### config.mk
export PLATFORM = sky130hd
export DESIGN_NAME = eep_loader
export DESIGN_NICKNAME = d
export VERILOG_FILES = /design/src/rtl/eep_pkg.sv /design/src/rtl/eep_ptr.sv /design/src/rtl/eep_seq.sv /design/src/rtl/eep_loader.sv
export SDC_FILE = /design/constraint.sdc
export NUM_CORES = 1
export LEC_CHECK = 0
export BUFFER_PORTS_ARGS = -buffer_cell sky130_fd_sc_hd__buf_2
export CAP_MARGIN = 30
export CORE_MARGIN = 3
export CORE_UTILIZATION = 30
export DETAILED_ROUTE_END_ITERATION = 8
export GPL_TIMING_DRIVEN = 0
export SYNTH_ARGS = -nofsm -noshare
export SYNTH_HDL_FRONTEND = slang
export SYNTH_SLANG_ARGS = --single-unit
export TNS_END_PERCENT = 1
### constraint.sdc
create_clock -name clk -period 5.72 [get_ports clk]
set_input_delay 1.144 -clock clk [delete_from_list [all_inputs] [get_ports clk]]
set_output_delay 1.144 -clock clk [all_outputs]
set_load 0.02 [all_outputs]
### src/rtl/eep_pkg.sv
package eep_pkg;

   typedef enum logic [2:0] {
      S_IDLE,
      S_SINGLE,
      S_CNT,
      S_ALO,
      S_AHI,
      S_DAT
   } seq_state_t;

   localparam int unsigned REG_CTRL  = 0;
   localparam int unsigned REG_ADDR  = 1;
   localparam int unsigned REG_DATA  = 2;
   localparam int unsigned REG_BASE  = 3;
   localparam int unsigned REG_BURST = 4;

   localparam int unsigned CTRL_WR   = 0;
   localparam int unsigned CTRL_RD   = 1;
   localparam int unsigned CTRL_BUSY = 2;

endpackage

### src/rtl/eep_ptr.sv
module eep_ptr #(
   parameter int unsigned AW = 16
) (
   input  logic          clk,
   input  logic          rst_n,
   input  logic          touch,
   input  logic [AW-1:0] touch_addr,
   output logic [AW-1:0] next_from
);

   logic          seen_q;
   logic [AW-1:0] last_q;

   always_ff @(posedge clk) begin
      if (!rst_n) begin
         seen_q <= 1'b0;
         last_q <= '0;
      end else if (touch) begin
         seen_q <= 1'b1;
         last_q <= touch_addr;
      end
   end

   assign next_from = seen_q ? last_q + 1'b1 : '0;

endmodule

### src/rtl/eep_seq.sv
module eep_seq
   import eep_pkg::*;
#(
   parameter int unsigned EE_AW           = 16,
   parameter int unsigned OFS_W           = 15,
   parameter int unsigned BASE_W          = 9,
   parameter bit          CARRY_INTO_BASE = 1'b0,
   localparam int unsigned MAW            = BASE_W + OFS_W
) (
   input  logic              clk,
   input  logic              rst_n,
   input  logic              go_wr,
   input  logic              go_rd,
   input  logic              go_burst,
   input  logic [EE_AW-1:0]  single_addr,
   input  logic [EE_AW-1:0]  burst_from,
   input  logic [BASE_W-1:0] base,
   input  logic              ee_ready,
   input  logic [7:0]        ee_rdata,
   output logic              ee_req,
   output logic              ee_we,
   output logic [EE_AW-1:0]  ee_addr,
   output logic              rd_done,
   output logic              busy,
   output logic              single_wr,
   output logic              single_rd,
   output logic              burst_act,
   output logic              mem_we,
   output logic [MAW-1:0]    mem_addr,
   output logic [7:0]        mem_data
);

   seq_state_t         state;
   logic               op_wr;
   logic [EE_AW-1:0]   cur;
   logic [7:0]         cnt;
   logic [7:0]         lo;
   logic [MAW-1:0]     run_addr;
   logic [MAW-1:0]     run_next;
   logic [15:0]        hilo;
   logic               unused_hibit;

   assign hilo         = {ee_rdata, lo};
   assign unused_hibit = hilo[15];

   // the offset step either stays inside the offset field or ripples into the base
   generate
      if (CARRY_INTO_BASE) begin : g_carry
         assign run_next = run_addr + 1'b1;
      end else begin : g_wrap
         assign run_next = {run_addr[MAW-1:OFS_W], run_addr[OFS_W-1:0] + 1'b1};
      end
   endgenerate

   assign busy      = (state != S_IDLE);
   assign single_wr = (state == S_SINGLE) && op_wr;
   assign single_rd = (state == S_SINGLE) && !op_wr;
   assign burst_act = busy && (state != S_SINGLE);
   assign ee_req    = busy;
   assign ee_we     = single_wr;
   assign ee_addr   = (state == S_SINGLE) ? single_addr : cur;
   assign rd_done   = single_rd && ee_ready;

   always_ff @(posedge clk) begin
      if (!rst_n) begin
         state    <= S_IDLE;
         op_wr    <= 1'b0;
         cur      <= '0;
         cnt      <= '0;
         lo       <= '0;
         run_addr <= '0;
         mem_we   <= 1'b0;
         mem_addr <= '0;
         mem_data <= '0;
      end else begin
         mem_we <= 1'b0;
         case (state)
            S_IDLE: begin
               if (go_wr || go_rd) begin
                  state <= S_SINGLE;
                  op_wr <= go_wr;
               end else if (go_burst) begin
                  state <= S_CNT;
                  cur   <= burst_from;
               end
            end
            S_SINGLE: begin
               if (ee_ready) state <= S_IDLE;
            end
            S_CNT: begin
               if (ee_ready) begin
                  cur <= cur + 1'b1;
                  if (ee_rdata == 8'd0) begin
                     state <= S_IDLE;
                  end else begin
                     cnt   <= ee_rdata;
                     state <= S_ALO;
                  end
               end
            end
            S_ALO: begin
               if (ee_ready) begin
                  lo    <= ee_rdata;
                  cur   <= cur + 1'b1;
                  state <= S_AHI;
               end
            end
            S_AHI: begin
               if (ee_ready) begin
                  run_addr <= {base, hilo[OFS_W-1:0]};
                  cur      <= cur + 1'b1;
                  state    <= S_DAT;
               end
            end
            S_DAT: begin
               if (ee_ready) begin
                  mem_we   <= 1'b1;
                  mem_addr <= run_addr;
                  mem_data <= ee_rdata;
                  run_addr <= run_next;
                  cur      <= cur + 1'b1;
                  cnt      <= cnt - 1'b1;
                  if (cnt == 8'd1) state <= S_CNT;
               end
            end
            default: state <= S_IDLE;
         endcase
      end
   end

endmodule

### src/rtl/eep_loader.sv
module eep_loader
   import eep_pkg::*;
#(
   parameter int unsigned EE_AW           = 16,
   parameter int unsigned OFS_W           = 15,
   parameter int unsigned BASE_W          = 9,
   parameter int unsigned HDW             = 32,
   parameter int unsigned HAW             = 3,
   parameter bit          CARRY_INTO_BASE = 1'b0
) (
   input  logic                    clk,
   input  logic                    rst_n,
   input  logic                    host_we,
   input  logic [HAW-1:0]          host_addr,
   input  logic [HDW-1:0]          host_wdata,
   output logic [HDW-1:0]          host_rdata,
   output logic                    ee_req,
   output logic                    ee_we,
   output logic [EE_AW-1:0]        ee_addr,
   output logic [7:0]              ee_wdata,
   input  logic [7:0]              ee_rdata,
   input  logic                    ee_ready,
   output logic                    mem_we,
   output logic [BASE_W+OFS_W-1:0] mem_addr,
   output logic [7:0]              mem_data
);

   generate
      if (OFS_W < 1 || OFS_W > 15) begin : g_bad_ofs
         $error("eep_loader: OFS_W must lie in 1..15");
      end
      if (BASE_W < 1) begin : g_bad_base
         $error("eep_loader: BASE_W must be at least 1");
      end
      if (HDW < 8 || HDW < EE_AW || HDW < BASE_W) begin : g_bad_hdw
         $error("eep_loader: HDW too narrow for the registers");
      end
      if (HAW < 3) begin : g_bad_haw
         $error("eep_loader: HAW must cover five offsets");
      end
   endgenerate

   logic [EE_AW-1:0]  addr_q;
   logic [7:0]        data_q;
   logic [BASE_W-1:0] base_q;
   logic              busy, single_wr, single_rd, burst_act, rd_done;
   logic              go_wr, go_rd, go_burst, wr_ok;
   logic [EE_AW-1:0]  burst_from;
   logic              unused_wdata;

   assign unused_wdata = ^host_wdata;
   assign wr_ok    = host_we && !busy;
   assign go_wr    = wr_ok && (host_addr == HAW'(REG_CTRL)) && host_wdata[CTRL_WR];
   assign go_rd    = wr_ok && (host_addr == HAW'(REG_CTRL)) && host_wdata[CTRL_RD]
                     && !host_wdata[CTRL_WR];
   assign go_burst = wr_ok && (host_addr == HAW'(REG_BURST)) && host_wdata[0];
   assign ee_wdata = data_q;

   always_ff @(posedge clk) begin
      if (!rst_n) begin
         addr_q <= '0;
         data_q <= '0;
         base_q <= '0;
      end else begin
         if (rd_done) data_q <= ee_rdata;
         if (wr_ok) begin
            if (host_addr == HAW'(REG_ADDR)) addr_q <= host_wdata[EE_AW-1:0];
            if (host_addr == HAW'(REG_DATA)) data_q <= host_wdata[7:0];
            if (host_addr == HAW'(REG_BASE)) base_q <= host_wdata[BASE_W-1:0];
         end
      end
   end

   always_comb begin
      host_rdata = '0;
      if (host_addr == HAW'(REG_CTRL)) begin
         host_rdata[CTRL_WR]   = single_wr;
         host_rdata[CTRL_RD]   = single_rd;
         host_rdata[CTRL_BUSY] = busy;
      end else if (host_addr == HAW'(REG_ADDR)) begin
         host_rdata[EE_AW-1:0] = addr_q;
      end else if (host_addr == HAW'(REG_DATA)) begin
         host_rdata[7:0] = data_q;
      end else if (host_addr == HAW'(REG_BASE)) begin
         host_rdata[BASE_W-1:0] = base_q;
      end else if (host_addr == HAW'(REG_BURST)) begin
         host_rdata[0] = burst_act;
      end
   end

   eep_ptr #(.AW(EE_AW)) u_ptr (
      .clk       (clk),
      .rst_n     (rst_n),
      .touch     (ee_req && ee_ready),
      .touch_addr(ee_addr),
      .next_from (burst_from)
   );

   eep_seq #(
      .EE_AW          (EE_AW),
      .OFS_W          (OFS_W),
      .BASE_W         (BASE_W),
      .CARRY_INTO_BASE(CARRY_INTO_BASE)
   ) u_seq (
      .clk        (clk),
      .rst_n      (rst_n),
      .go_wr      (go_wr),
      .go_rd      (go_rd),
      .go_burst   (go_burst),
      .single_addr(addr_q),
      .burst_from (burst_from),
      .base       (base_q),
      .ee_ready   (ee_ready),
      .ee_rdata   (ee_rdata),
      .ee_req     (ee_req),
      .ee_we      (ee_we),
      .ee_addr    (ee_addr),
      .rd_done    (rd_done),
      .busy       (busy),
      .single_wr  (single_wr),
      .single_rd  (single_rd),
      .burst_act  (burst_act),
      .mem_we     (mem_we),
      .mem_addr   (mem_addr),
      .mem_data   (mem_data)
   );

endmodule

==> results.yml <==
run_status:
  status: "finished, final reports clean"
detailed_routing:
  ant_nets: 0
  drt-initial-drc-count: 893
  vias: 7088
  routed_wl_microns: 23900
  drc_errors: 0
  vias_per_cell: 5.20
  wl_per_cell_microns: 17.5
  dr.pass1.iters: 5
hold_path:
  hold_class: "reg2reg"
  hold_start: "u_seq.mem_addr[8]$_SDFFE_PN0P_"
  whs_endpoint: "u_seq.mem_addr[8]$_SDFFE_PN0P_"
  whs_path_depth: 2
placement:
  placed_area_sq_mm: 0.00812
  routabilityCongestion: 0.916
  portBuffers: 102
  dpl_worst_slack_ns: 2.00
  dp_hpwl_microns: 17300
global_routing:
  gr-usage-all-layers_pct: 18.0
  grt_pass1_wl_microns: 36700
  grt_pass1_vias: 6488
  antenna_found_initial: 0
  grt_start_max_net_pins: 17
  grt_overflow: 0
clocking:
  clockBufferDepth: 2
  cts_tree: "yes"
  post-cts-setup-buffers: 0
  clk_pin_slew_worst_paths_ns: 0.07
  cts_root_buf: "clkbuf_16"
  cts_inserted_buffers: 17
  postCtsHoldBufs: 0
  cts_sinks: 143
  htree_levels: 4
  cts-resized-gates: 0
  clk_latency_ns: 0.44
yosys:
  ys_ff_latch: 143
  ys.flop_type: "dfxtp_1"
  yosys.cell_types.count: 71
  ys_seq_area_share_pct: 40.0
  synth_area_leaders: "dfxtp_1 40%, nand2_1 9.0%, a21oi_1 7.1%, nor2_1 4.8%, mux2i_1 4.7%"
  synth_area_sq_mm: 0.00717
  syn-instance-count: 902
  synth_top_area_cell: "dfxtp_1"
  avgSynthCellArea_sq_um: 7.94
  netlist.area_leader.share_pct: 40.0
  synthArstFlopShare_pct: 0
  yosys_warnings: 0
  synth_edf_count: 0
floorplan:
  ios: 138
  fp.dieArea_sq_mm: 0.0258
  die_w_microns: 161
  die_y_microns: 161
  core_area_sq_mm: 0.0231
  start_util_pct: 31.1
  rows: 55
worst_setup_path:
  regToRegSetupSlack_ns: 3.49
  crit_fanout: 10
  r2r-end: "u_seq.cur[2]$_SDFFE_PN0P_"
  worst-r2r-cell-count: 6
  arrival_ns: 2.62
  reg2reg_from: "u_seq.state[2]$_SDFFE_PN0P_"
  crit_type: "in2out"
  critical_path_required_ns: 4.58
  max_stage_delay_ns: 0.40
  worstSetupEndpointType: "output pin"
  crit_chain: "buf_2 -> clkbuf_1 -> mux2i_1 -> nor2_1 -> a21oi_1 -> a21oi_1 -> buf_2"
  slowest_stage: "clkbuf_1"
  critPathLaunchType: "input port"
power_and_ir_drop:
  power_per_cell_area_mw_per_mm2: 260
  sw_frac_of_total_pct: 27.8
  power_mw: 2.25
  intPower_mw: 1.63
  clockPowerShare_pct: 47.6
  switching_power_mw: 0.627
  pwr-share-comb_pct: 7.3
  vdd_ir_drop_max_v: 0.000160
  seqPwrFrac_pct: 45.1
  p_leak_nw: 3.29
cells_and_area:
  syn2layout_area_growth_pct: 21.2
  final_common_cell: "nand2_1"
  final_cell_mix: "172 x nand2_1, 143 x dfxtp_1, 112 x buf_2"
  nNetsFinal: 1090
  stdcell_area_sq_mm: 0.00868
  n_antenna_cell: 0
  utilization_pct: 37.7
  drive_gt1_share_pct: 19.1
sta:
  period_needed_ns: 3.77
  hold_violations: 0
  final.setup.worst_slack_ns: 1.95
  tns_ns: 0
  fin_skew_ns: 0.0120
  fmax_ghz: 0.266
  final-setup-viol-count: 0
  min_period_over_period_pct: 65.8
  max_slew_margin_pct: 34.9
  rsz0062_at_grt: "false"
  report.final.slew_viol_count: 0
  worst_pin_slew_ns: 0.970
flow_run:
  drv_cap: 0
-- per-stage QoR --
stage          instances  hold WS [ns]
6_report            1364         0.451
5_1_grt             1364         0.466
4_1_cts             1364         0.453
3_5_place_dp        1332         0.444
3_3_place_gp        1332         0.439
2_1_floorplan        917         0.432
-- power by group through the flow --
stage / Clock [mW] / Combinational [mW] / Sequential (mW)
final: 1.07 / 0.164 / 1.02
after global routing: 1.13 / 0.177 / 1.02
after CTS: 1.08 / 0.162 / 1.02
after detailed placement: 0 / 0.161 / 1.04
after global placement: 0 / 0.161 / 1.04
after floorplan: 0 / 0.0993 / 1.04
-- final cells by class --
class                           count  area [sq um]
Fill cell                        2422         14400
Multi-Input combinational cell    682          3920
Sequential cell                   143          2860
Timing Repair Buffer              102           510
Clock buffer                       17           425
Tap cell                          313           392
Buffer                             77           380
Clock inverter                     15           133
Inverter                           15          56.3
-- how the worst max path moves through the flow --
stage,from,to,slack [ns],depth (start not counted)
after floorplan,host_addr[1],host_rdata[1],2.22,5
after global placement,host_addr[0],host_rdata[0],1.99,7
after detailed placement,host_addr[0],host_rdata[0],2.00,7
after CTS,host_addr[0],host_rdata[0],2.00,7
after global routing,u_seq.state[2]$_SDFFE_PN0P_,host_rdata[1],1.79,8
final,host_addr[0],host_rdata[0],1.95,7
-- sequential cells by signal, indices dropped and copies added, names as in the netlist --
register and count:
u_seq.cur 16, u_seq.lo 8, base_q 9, u_seq.cnt 8
u_seq.mem_data 8, u_seq.run_addr 24, ee_wdata 8, u_seq.mem_addr 24
u_ptr.seen_q 1, u_seq.mem_we 1, addr_q 16, u_seq.op_wr 1
u_ptr.last_q 16, u_seq.state 3
-- layer usage --
metal  up-vias  share of wire, %  global-route usage [%]
met5         -                 0                       0
met4         0               2.4                    6.07
met3        43               8.2                    3.97
met2       315                44                    27.1
met1      3291                46                    25.4
li1       3439                 -                       -
-- synth_stat cells, types with 5 or more instances --
cell and n:
nand3_1 22, ha_1 5, a31oi_1 13, xor2_1 5, mux2_2 20, nand2_1 172
a21oi_1 101, inv_1 14, buf_4 19, nand3b_1 5, a22oi_1 8, nor2_1 92
xnor2_1 11, clkbuf_1 43, o221a_2 8, dfxtp_1 143, and2_1 9, mux2i_1 34
nand4_1 8, buf_2 10, a211oi_1 12, nor3_1 12, o21ai_0 30, nor4_1 16
o22ai_1 7
-- worst max-delay path, delay by kind of cell --
kind,cells,cell delay [ns]
compound gates,2,0.42
buf+inv,3,0.80
mux,1,0.15
simple gates,1,0.10
-- cells by family (layout without fill, tap and decap cells) --
group | after synthesis | count (layout) | synth area share (%)
other | 1 | 16 | 0.0523
and+or+nand+nor | 369 | 369 | 23.2
xor gates and xnor gates | 16 | 16 | 1.96
AOI/OAI and AO/OA | 221 | 221 | 19.7
DFF | 143 | 143 | 40.0
adders and majority gates | 5 | 5 | 0.873
muxes | 55 | 55 | 8.21
buffers and inverters | 92 | 226 | 6.09
(Power assumes the default switching activity.)
